## src/rtl/pic_pkg.sv

```systemverilog
package pic_pkg;
  localparam int LINES = 8;
  localparam int DW    = 8;

  typedef enum logic [1:0] {
    CMD_BASE = 2'b00,
    CMD_EOI  = 2'b01,
    CMD_MODE = 2'b10,
    CMD_RSEL = 2'b11
  } pic_cmd_e;
endpackage

```

## src/rtl/pic_prio.sv

```systemverilog
module pic_prio #(
  parameter int N  = 8,
  localparam int IW = $clog2(N)
) (
  input  logic [N-1:0]  req_vec,
  output logic          hit,
  output logic [IW-1:0] idx
);
  always_comb begin
    hit = 1'b0;
    idx = '0;
    for (int i = N - 1; i >= 0; i--) begin
      if (req_vec[i]) begin
        hit = 1'b1;
        idx = IW'(i);
      end
    end
  end
endmodule

```

## src/rtl/pic_req_latch.sv

```systemverilog
module pic_req_latch #(
  parameter int N = 8
) (
  input  logic         clk,
  input  logic         rst_n,
  input  logic         lvl_mode,
  input  logic [N-1:0] irq_in,
  input  logic [N-1:0] clr,
  output logic [N-1:0] pend
);
  logic [N-1:0] prev;

  for (genvar g = 0; g < N; g++) begin : g_line
    always_ff @(posedge clk) begin
      if (!rst_n) begin
        prev[g] <= 1'b0;
        pend[g] <= 1'b0;
      end else begin
        prev[g] <= irq_in[g];
        if (lvl_mode)
          pend[g] <= irq_in[g];
        else
          pend[g] <= (pend[g] & ~clr[g]) | (irq_in[g] & ~prev[g]);
      end
    end
  end
endmodule

```

## src/rtl/pic_regs.sv

```systemverilog
module pic_regs
  import pic_pkg::*;
#(
  parameter int N  = 8,
  parameter int W  = 8
) (
  input  logic         clk,
  input  logic         rst_n,
  input  logic         cs_n,
  input  logic         rd_n,
  input  logic         wr_n,
  input  logic         a0,
  input  logic [W-1:0] wdata,
  input  logic [N-1:0] pend,
  input  logic [N-1:0] insvc,
  output logic [N-1:0] mask,
  output logic [W-1:0] base,
  output logic         lvl_mode,
  output logic         step8,
  output logic         eoi_cmd,
  output logic [W-1:0] rdata
);
  logic     wr_en, rd_en, rsel_isr;
  pic_cmd_e cmd;

  assign wr_en   = !cs_n && !wr_n;
  assign rd_en   = !cs_n && !rd_n;
  assign cmd     = pic_cmd_e'(wdata[W-1:W-2]);
  assign eoi_cmd = wr_en && !a0 && (cmd == CMD_EOI);

  always_ff @(posedge clk) begin
    if (!rst_n) begin
      mask     <= '0;
      base     <= '0;
      lvl_mode <= 1'b0;
      step8    <= 1'b0;
      rsel_isr <= 1'b0;
    end else if (wr_en) begin
      if (a0) begin
        mask <= wdata[N-1:0];
      end else begin
        unique case (cmd)
          CMD_BASE: base     <= {wdata[W-3:0], 2'b00};
          CMD_MODE: begin
            lvl_mode <= wdata[0];
            step8    <= wdata[1];
          end
          CMD_RSEL: rsel_isr <= wdata[0];
          default: ;
        endcase
      end
    end
  end

  always_comb begin
    rdata = '0;
    if (rd_en) begin
      if (a0)            rdata = W'(mask);
      else if (rsel_isr) rdata = W'(insvc);
      else               rdata = W'(pend);
    end
  end
endmodule

```

## src/rtl/prio_irq_ctrl.sv

```systemverilog
module prio_irq_ctrl
  import pic_pkg::*;
#(
  parameter int N = LINES,
  parameter int W = DW,
  localparam int IW = $clog2(N)
) (
  input  logic         clk,
  input  logic         rst_n,
  input  logic [N-1:0] irq_req,
  input  logic         inta_n,
  output logic         int_o,
  output logic [W-1:0] vec_o,
  input  logic         cs_n,
  input  logic         rd_n,
  input  logic         wr_n,
  input  logic         a0,
  input  logic [W-1:0] wdata,
  output logic [W-1:0] rdata
);
  logic [N-1:0]  irr, isr, imr, ack_clr, eoi_clr;
  logic [W-1:0]  base;
  logic          lvl_mode, step8, eoi_cmd;
  logic          pend_hit, isr_hit, inta_q, ack_start, grant_ok;
  logic [IW-1:0] pend_idx, isr_idx, line;

  pic_req_latch #(.N(N)) u_latch (
    .clk(clk), .rst_n(rst_n), .lvl_mode(lvl_mode),
    .irq_in(irq_req), .clr(ack_clr), .pend(irr)
  );

  pic_prio #(.N(N)) u_pick_pend (
    .req_vec(irr & ~imr), .hit(pend_hit), .idx(pend_idx)
  );

  pic_prio #(.N(N)) u_pick_isr (
    .req_vec(isr), .hit(isr_hit), .idx(isr_idx)
  );

  pic_regs #(.N(N), .W(W)) u_regs (
    .clk(clk), .rst_n(rst_n), .cs_n(cs_n), .rd_n(rd_n), .wr_n(wr_n),
    .a0(a0), .wdata(wdata), .pend(irr), .insvc(isr), .mask(imr),
    .base(base), .lvl_mode(lvl_mode), .step8(step8),
    .eoi_cmd(eoi_cmd), .rdata(rdata)
  );

  assign grant_ok  = pend_hit && (!isr_hit || (pend_idx < isr_idx));
  assign int_o     = grant_ok;
  assign ack_start = inta_q && !inta_n;
  assign ack_clr   = (ack_start && grant_ok) ? (N'(1) << pend_idx) : '0;
  assign eoi_clr   = (eoi_cmd && isr_hit) ? (N'(1) << isr_idx) : '0;
  assign line      = grant_ok ? pend_idx : IW'(N - 1);

  always_ff @(posedge clk) begin
    if (!rst_n) begin
      inta_q <= 1'b1;
      isr    <= '0;
      vec_o  <= '0;
    end else begin
      inta_q <= inta_n;
      isr    <= (isr & ~eoi_clr) | ack_clr;
      if (ack_start)
        vec_o <= base + (W'(line) << (step8 ? 3 : 2));
    end
  end
endmodule

```

## config.mk

```make
export PLATFORM = sky130hd
export DESIGN_NAME = prio_irq_ctrl
export DESIGN_NICKNAME = d
export VERILOG_FILES = /design/src/rtl/pic_pkg.sv /design/src/rtl/pic_prio.sv /design/src/rtl/pic_req_latch.sv /design/src/rtl/pic_regs.sv /design/src/rtl/prio_irq_ctrl.sv
export SDC_FILE = /design/constraint.sdc
export NUM_CORES = 1
export LEC_CHECK = 0
export BUFFER_PORTS_ARGS = -buffer_cell sky130_fd_sc_hd__buf_2
export CORE_MARGIN = 2
export CORE_UTILIZATION = 62
export CTS_BUF_LIST = sky130_fd_sc_hd__clkbuf_2 sky130_fd_sc_hd__clkbuf_4 sky130_fd_sc_hd__clkbuf_8
export CTS_CLUSTER_SIZE = 30
export DETAILED_ROUTE_END_ITERATION = 8
export MAX_ROUTING_LAYER = met4
export PLACE_DENSITY = 0.92
export RECOVER_POWER = 25
export SLEW_MARGIN = 30
export SYNTH_ARGS = -nofsm -noshare
export SYNTH_HDL_FRONTEND = slang
export SYNTH_SLANG_ARGS = --single-unit
```

## constraint.sdc

```tcl
create_clock -name clk -period 5.4 [get_ports clk]
set_input_delay 0 -clock clk [delete_from_list [all_inputs] [get_ports clk]]
set_output_delay 0 -clock clk [all_outputs]
set_load 0.05 [all_outputs]
```

==> reports/metrics.csv, run 1 <==
metric,value,unit
numClockSinks,48,
hold_ws,0.0648,ns
clk_pin_slew,0.09,ns
finalWirelength,7480,um
clock_tree.root_cell,clkbuf_8,
yosys_register_bits,48,
syn-cell-area,0.00266,mm2
via_per_inst,6.31,
pwr-share-comb,27.2,%
switching_share,33.1,%
grt_max_degree,38,
start_util,65.5,%
p_sw,0.000299,W
cts_inserted_buffers,5,
slowest_stage,dfxtp_1,
drive_gt1_share,14.9,%
path_class,reg -> reg,
routed-wl-met2,3480,um
synth_cells,316,
place.gp.congestion,1.02,
synth.distinct_cells,57,
tns,0,ns
ant_nets,0,
power,0.000904,W
p_leak,1.21,nW
die_x,69.5,um
clock_latency,0.31,ns
dp_hpwl,5210,um
grt_usage,32.2,%
final_max_slew_viol_count,0,
worst_pin_slew,1.16,ns
clkPwrFrac,29.3,%
relSlewSlack,22.5,%
required,5.61,ns
syn_avg_cell_area,8.41,um2
vias,2608,
nFillCells,293,
drc,0,
nNetsFinal,392,
fin_area,0.00310,mm2
cts_tree,built,
worst_path_largest_cell_delay,0.41,ns
die_area,0.00483,mm2
cts_buffer_depth,2,
row_count,23,
cp.arrival,4.00,ns
end_kind,flop,
crit_path_max_fanout,9,
wire_per_inst,18.1,um
grt_pass1_wl,12100,um
drtIter0Drc,392,
grt_antenna_before_repair,0,
sequentialPowerShare,43.4,%
path_buf_inv,0,
area_growth,16.8,%
pin_count,40,
path_cells,"nor2b_1, nor2_1, nand2_1, nor2_1, ha_1, a211o_1, a31oi_2, a21oi_4, a2111o_1, ha_1, a21o_1, a211oi_1, o21ai_0, a311oi_1",
fin_crit,3.80,ns
setup_viol,0,
firstDrtPassIters,5,
ys.flop_type,dfxtp_1,
power_density,291,mW/mm2
fp.dieH,69.5,um
finalHoldViolCount,0,
overflow,0,
coreArea,0.00406,mm2
timing.final.crit_share,70.3,%
startpoint_type,flop,
synth_edf_count,0,
drt-met1-wl,3100,um
p_int,0.000605,W
top_layer,met4,
ir_drop,0.000244,V
cts-resized-gates,0,
portBuffers,37,
rsz0062_at_grt,false,
grt_pass1_vias,2483,
synth_seq_area_share,36.2,%
hp-class,in -> reg,
async_reset_ff_share,0,%
outcome,"finished, final reports clean",
dpl-instance-area,0.00284,mm2
maxCapViolCount,0,
crit_family,compound AO/OA/AOI/OAI gates,
yosysWarnings,0,
diodes,0,
clock.fmax,0.263,GHz
wl_met3,709,um
fin_skew,0.00951,ns
htree_levels,2,
-- power by group through the flow --
stage	clock network, W	registers, W	logic [W]
6_report	0.000265	0.000393	0.000246
5_1_grt	0.000279	0.000395	0.000267
4_1_cts	0.000267	0.000391	0.000241
3_5_place_dp	0	0.000399	0.000232
3_3_place_gp	0	0.000398	0.000230
2_1_floorplan	0	0.000404	0.000172
-- state kept, by name, indices dropped and copies added, names as in the netlist --
signal,cells
u_regs.step8,1
isr,8
inta_q,1
u_regs.rsel_isr,1
u_regs.lvl_mode,1
u_latch.pend,8
vec_o,6
u_regs.mask,8
u_regs.base,6
u_latch.prev,8
-- Yosys cell counts, types with 2 or more instances --
| master | instances | share of area, % |
|---|---|---|
| nor2_1 | 50 | 7.1 |
| dfxtp_1 | 48 | 36 |
| a21oi_1 | 25 | 4.7 |
| mux2i_1 | 23 | 8.7 |
| nand2_1 | 23 | 3.2 |
| o21ai_0 | 11 | 2.1 |
| and2_1 | 9 | 2.1 |
| nand2b_1 | 9 | 2.1 |
| nand3_1 | 9 | 1.7 |
| nor2b_1 | 9 | 2.1 |
| inv_1 | 8 | 1.1 |
| clkbuf_1 | 7 | 0.99 |
| ha_1 | 6 | 2.8 |
| nor3_1 | 6 | 1.1 |
| a211oi_1 | 5 | 1.4 |
| a21boi_0 | 5 | 1.4 |
| a21o_1 | 4 | 1.1 |
| buf_1 | 4 | 0.56 |
| o211ai_1 | 3 | 0.85 |
| o21a_1 | 3 | 0.85 |
| o41ai_1 | 3 | 0.99 |
| a211o_1 | 2 | 0.66 |
| a31o_2 | 2 | 0.66 |
| a31oi_1 | 2 | 0.47 |
| a32o_1 | 2 | 0.75 |
| and3_1 | 2 | 0.47 |
| buf_4 | 2 | 0.56 |
| nand3b_1 | 2 | 0.56 |
| o31a_1 | 2 | 0.66 |
| or3_1 | 2 | 0.47 |
| or4_4 | 2 | 0.85 |
-- worst reg2reg max path: cells and delay by family (launching register included) --
family | cells | cell delay (ns)
simple gates | 4 | 0.75
flops | 1 | 0.41
fa+ha+maj | 2 | 0.60
compound gates | 8 | 1.94
-- stage by stage --
step / cells / util [%] / setup slack [ns]
after floorplan: 317 / - / 1.98
after global placement: 390 / 70.1 / 1.69
after detailed placement: 390 / 70.1 / 1.72
after CTS: 413 / 76.6 / 1.66
after global routing: 413 / 76.5 / 1.25
final: 413 / 76.5 / 1.60
-- final cells by class --
type | instances | area [um2] | share of cell area, %
Timing Repair Buffer | 53 | 337 | 10.8
Inverter | 9 | 33.8 | 1.09
Clock inverter | 3 | 46.3 | 1.49
Tap cell | 50 | 62.6 | 2.02
Sequential cell | 48 | 961 | 31.0
Multi-Input combinational cell | 245 | 1590 | 51.4
Clock buffer | 5 | 68.8 | 2.22
-- repair_timing --
item	4_1_cts	5_1_grt
endpoints found under the hold margin	21	0
hold buffers	15	0
setup buffers	0	0
-- kinds of logic after synthesis --
logic type / count (synthesis) / share of synthesized area, %
adders and majority gates: 7 / 3.58
buffers and inverters: 24 / 4.00
muxes: 23 / 8.66
DFF: 48 / 36.2
AOI/OAI and AO/OA: 81 / 22.6
and+or+nand+nor: 131 / 24.5
other: 1 / 0.141
xor gates and xnor gates: 1 / 0.330
-- final timing paths --
check	start	endpoint	cells past startpoint	slack, ns
min	wdata[7]	u_regs.step8	3	0.06
max	u_latch.pend[3]	vec_o[7]	14	1.60
min reg2reg	vec_o[6]	vec_o[6]	2	0.46
max reg2reg	u_latch.pend[3]	vec_o[7]	14	1.60
-- cell usage in the layout, fill, tap and decap left out, drive strengths merged, types with 3 or more instances in the layout --
master       instances
nor2                50
dfxtp               48
buf                 33
a21oi               26
nand2               23
mux2i               23
dlygate4sd3         15
o21ai               11
inv                 10
clkbuf              10
nand2b               9
nor2b                9
nand3                9
and2                 9
nor3                 7
ha                   6
a21boi               5
a211oi               5
a21o                 4
o21a                 3
o41ai                3
o211ai               3
a31oi                3
-- layer usage --
| metal | vias to the layer above | GRT usage (%) |
|---|---|---|
| met3 | 22 | 5.81 |
| met4 | 0 | 10.2 |
| li1 | 1215 | - |
| met1 | 1220 | 41.8 |
| met2 | 151 | 51.2 |
| met5 | - | - |
Power figures use the tool's default switching activity.
==> inputs of run 2 (changes only) <==
--- a/config.mk
+++ b/config.mk
@@ -7,12 +7,12 @@
 export LEC_CHECK = 0
 export BUFFER_PORTS_ARGS = -buffer_cell sky130_fd_sc_hd__buf_2
 export CORE_MARGIN = 2
-export CORE_UTILIZATION = 62
+export CORE_UTILIZATION = 59
 export CTS_BUF_LIST = sky130_fd_sc_hd__clkbuf_2 sky130_fd_sc_hd__clkbuf_4 sky130_fd_sc_hd__clkbuf_8
 export CTS_CLUSTER_SIZE = 30
 export DETAILED_ROUTE_END_ITERATION = 8
 export MAX_ROUTING_LAYER = met4
-export PLACE_DENSITY = 0.92
+export PLACE_DENSITY = 0.88
 export RECOVER_POWER = 25
 export SLEW_MARGIN = 30
 export SYNTH_ARGS = -nofsm -noshare
==> constraint.sdc (replaced) <==
create_clock -name clk -period 3.5 [get_ports clk]
set_input_delay 0 -clock clk [delete_from_list [all_inputs] [get_ports clk]]
set_output_delay 0 -clock clk [all_outputs]
set_load 0.05 [all_outputs]
==> run 2 against run 1 <==
The flow now finishes with violations (negative hold slack). Register-to-register slack worse by 1.6 ns. Global-route usage is 0.13 points higher. Combinational power is 100% higher. Utilization is 2.5 points higher. Largest power group unchanged.
==> reports/metrics.csv, run 2 (same netlist as run 1, synthesis figures left out) <==
metric,value,unit
pin_count,40,
clk_pin_slew,0.10,ns
cp_num_cells,15,
ir_drop,0.000324,V
clock_tree.root_cell,clkbuf_8,
portBuffers,37,
cp.arrival,3.71,ns
min_path_cells,3,
fin_skew,0.0120,ns
grt_usage,32.3,%
grt_antenna_before_repair,0,
crit_family,compound AO/OA/AOI/OAI gates,
grt_max_degree,38,
start_util,61.0,%
path_class,reg -> reg,
place.gp.congestion,0.993,
setup_viol,0,
violations,negative hold slack,
clock.fmax,0.288,GHz
hp-class,in -> reg,
numClockSinks,48,
vias,2828,
worst_pin_slew,0.766,ns
diodes,0,
fin_crit,3.47,ns
wire_per_inst,19.2,um
grt_pass1_vias,2522,
die_area,0.00506,mm2
via_per_inst,6.37,
die_x,71.1,um
path_cells,"nand2b_4, a221oi_4, o31a_1, ha_1, o21a_1, o22ai_4, a21oi_4, buf_4, a2111oi_4, fa_2, nor2b_2, o21a_1, o21ai_1, nand3b_1, a21oi_2",
drc,0,
fp.dieH,71.1,um
final_max_slew_viol_count,0,
grt_pass1_wl,12300,um
finalHoldViolCount,1,
crit_path_max_fanout,8,
power_density,422,mW/mm2
slowest_stage,a2111oi_4,
required,3.74,ns
finalWirelength,8530,um
cts_inserted_buffers,5,
setup_ws,0.0315,ns
hold_ws,-0.000291,ns
firstDrtPassIters,5,
p_leak,1.37,nW
nNetsFinal,421,
cts_tree,built,
coreArea,0.00435,mm2
end_kind,flop,
startpoint_type,flop,
dp_slack,-0.0632,ns
maxCapViolCount,0,
relSlewSlack,48.8,%
fin_area,0.00344,mm2
drtIter0Drc,312,
dpl-instance-area,0.00303,mm2
worst_path_largest_cell_delay,0.38,ns
path_buf_inv,1,
r2r.worst_path.cells,15,
overflow,0,
ant_nets,0,
clock_latency,0.31,ns
htree_levels,2,
timing.final.crit_share,99.1,%
cp_common_cell,o21a_1,
dp_hpwl,5610,um
final_cell_mix,"nor2_1, dfxtp_1, buf_2",
row_count,24,
mostFrequentLayoutCell,nor2_1,
cts_buffer_depth,2,
drive_gt1_share,28.1,%
outcome,"finished, violations left",
area_growth,29.4,%
==> run 2: changes by cell type in the layout (fill, tap and decap cells not counted), sizes merged <==
cell,before,now
clkinvlp,1,2
dlygate4sd3,15,14
buf,33,63
bufinv,1,0
inv,10,9
clkbuf,10,11
==> run 2: through the flow <==
stage / utilization (%) / power (W) / std cells / setup TNS, ns
floorplan: - / 0.000888 / 317 / 0
global placement: 69.7 / 0.00101 / 417 / 0
detailed placement: 69.7 / 0.00102 / 417 / -0.0854
CTS: 75.5 / 0.00137 / 439 / 0
global route: 79.0 / 0.00150 / 444 / -0.191
finish: 79.0 / 0.00145 / 444 / 0
==> run 2: layout make-up <==
type | instances | area (um2)
multi-input combinational | 245 | 1720
sequential | 48 | 968
fill | 298 | 915
timing repair buffer | 82 | 554
clock buffer | 6 | 82.6
tap | 52 | 65.1
inverter | 9 | 33.8
clock inverter | 2 | 15.0
==> run 2: final timing paths <==
check	startpoint	endpoint	slack (ns)
min reg2reg	vec_o[5]	vec_o[5]	0.46
max	u_regs.mask[7]	vec_o[6]	0.03
max reg2reg	u_regs.mask[7]	vec_o[6]	0.03
min	wdata[0]	u_regs.mask[0]	-0.0003
==> run 2: worst min-delay path, delay by kind of cell <==
family / cells / cell delay [ns]
and+or+nand+nor: 1 / 0.07
muxes: 1 / 0.08
buffers and inverters: 1 / 0.13
==> run 2: where the power goes <==
group | internal, W | switching, W | total, W
logic | 0.000206 | 0.000291 | 0.000497
registers | 0.000575 | 0.0000237 | 0.000599
clock network | 0.000160 | 0.000196 | 0.000356
==> run 2: timing repair <==
item | 4_1_cts | 5_1_grt
buffers inserted | 0 | 5
pin swaps | 0 | 13
endpoints found under the hold margin | 20 | 0
hold buffers | 14 | 0
setup endpoints to repair | 2 | 5
resized for setup | 2 | 30
==> run 2: routing by layer <==
layer	wire length (um)	track usage [%]
met1	3440	41.0
met2	3910	51.6
met5	0	-
met4	499	12.4
met3	680	5.70
==> inputs of run 3 (changes only) <==
--- a/config.mk
+++ b/config.mk
@@ -12,7 +12,7 @@
 export CTS_CLUSTER_SIZE = 30
 export DETAILED_ROUTE_END_ITERATION = 8
 export MAX_ROUTING_LAYER = met4
-export PLACE_DENSITY = 0.88
+export PLACE_DENSITY_LB_ADDON = 0.1
 export RECOVER_POWER = 25
 export SLEW_MARGIN = 30
 export SYNTH_ARGS = -nofsm -noshare
==> run 3 against run 2 <==
The flow now finishes without violations. First-iteration DRC count shrank 42%. Setup slack better by 0.079 ns. Final cell count is the same. Sequential power about the same. Die area stayed put. Wire length decreased by 12%. Sequential share of layout area rose by 0.18 points. Cell area fell by 0.76%. Combinational power decreased by 4.0%. Non-clock buffer count unchanged. Clock power is 2% lower. Maximum frequency grew 2.3%. Critical path type unchanged. Largest cell class unchanged.
==> reports/metrics.csv, run 3 (same netlist as run 1, synthesis figures left out) <==
metric,value,unit
grt_pass1_wl,11600,um
power_density,418,mW/mm2
drc,0,
portBuffers,37,
final_max_slew_viol_count,0,
ant_nets,0,
routed-wl-met2,3320,um
placed_cells,415,
required,3.72,ns
mostFrequentLayoutCell,nor2_1,
p_leak,1.35,nW
wire_per_inst,17.0,um
grt_usage,30.7,%
place.gp.congestion,1.08,
maxCapViolCount,0,
drt-met1-wl,3380,um
area_growth,28.4,%
final_cell_mix,"nor2_1, dfxtp_1, buf_2",
vias,2656,
cts_inserted_buffers,5,
overflow,0,
grt_antenna_before_repair,0,
relSlewSlack,48.2,%
fin_skew,0.00743,ns
end_kind,flop,
coreArea,0.00435,mm2
numClockSinks,48,
hold_ws,0.0377,ns
ir_drop,0.000354,V
cts_tree,built,
row_count,24,
start_util,61.0,%
layout.cells.non_filler,444,
startpoint_type,flop,
nNetsFinal,421,
die_area,0.00506,mm2
drive_gt1_share,26.0,%
grt_max_degree,38,
dp_hpwl,5300,um
pin_count,40,
timing.final.crit_share,96.8,%
outcome,"finished, final reports clean",
fin_crit,3.39,ns
htree_levels,2,
cts_buffer_depth,2,
clock.fmax,0.295,GHz
drtIter0Drc,182,
top_layer,met4,
fp.dieH,71.1,um
finalWirelength,7530,um
finalHoldViolCount,0,
crit_path_max_fanout,2,
cp.arrival,3.61,ns
clock_tree.root_cell,clkbuf_8,
wl_met3,651,um
grt_pass1_vias,2389,
via_per_inst,5.98,
worst_pin_slew,0.775,ns
hp-class,in -> reg,
path_class,reg -> reg,
clk_pin_slew,0.10,ns
setup_viol,0,
die_x,71.1,um
diodes,0,
clock_latency,0.31,ns
firstDrtPassIters,5,
[run 3: power by group]
| part | leakage (nW) | total [W] | switching [W] | internal, W |
|---|---|---|---|---|
| combinational | 0.914 | 0.000477 | 0.000272 | 0.000205 |
| sequential | 0.395 | 0.000599 | 0.0000243 | 0.000575 |
| clock | 0.0448 | 0.000350 | 0.000200 | 0.000150 |
| total | 1.35 | 0.00143 | 0.000497 | 0.000930 |
[run 3: critical path, stage by stage (launching register included)]
cell and delay (ns):
dfxtp_1 0.33, or4_4 0.54, nand3_2 0.11, ha_1 0.25, a211o_1 0.29, a31oi_4 0.21, a21oi_4 0.09, a2111o_1 0.39
ha_1 0.27, a21o_1 0.14, a211oi_2 0.07, or3_1 0.35, a311oi_1 0.25
[run 3: metrics by stage]
stage	utilization [%]	cell area, um2	setup TNS (ns)	power, W	setup slack [ns]
global placement	69.3	3020	-0.0712	0.00101	-0.0411
CTS	75.5	3290	0	0.00137	0.0416
floorplan	-	2660	0	0.000888	0.0847
global route	78.4	3410	-0.0670	0.00148	-0.0312
detailed placement	69.3	3020	-0.163	0.00101	-0.0901
finish	78.4	3410	0	0.00143	0.111
[run 3: final timing paths]
path / from / to / slack (ns) / cells after the start
setup reg to reg: isr[5] / vec_o[7] / 0.11 / 12
hold / removal: wdata[7] / u_regs.step8 / 0.04 / 3
hold reg to reg: vec_o[4] / vec_o[4] / 0.46 / 2
setup / recovery: isr[5] / vec_o[7] / 0.11 / 12
[run 3: cell type report]
type | count | area (um2)
well taps | 52 | 65.1
fillers | 298 | 941
multi-input cells | 245 | 1700
flip-flops and latches | 48 | 967
inverters | 9 | 33.8
clock inverters | 2 | 16.3
clock buffers | 6 | 76.3
repair buffers | 82 | 554
[run 3: timing repair]
| action | in CTS | in global routing |
|---|---|---|
| hold endpoints to repair | 23 | 0 |
| resized for setup | 4 | 24 |
| hold buffers | 16 | 0 |
| buffers inserted | 0 | 5 |
| pin swaps | 0 | 7 |
| endpoints found under the setup margin | 3 | 3 |
[run 3: metal layers]
layer,up-vias,GRT usage (%)
met2,136,46.4
met3,17,5.84
met1,1230,41.5
met4,0,10.5
li1,1273,-
met5,-,-
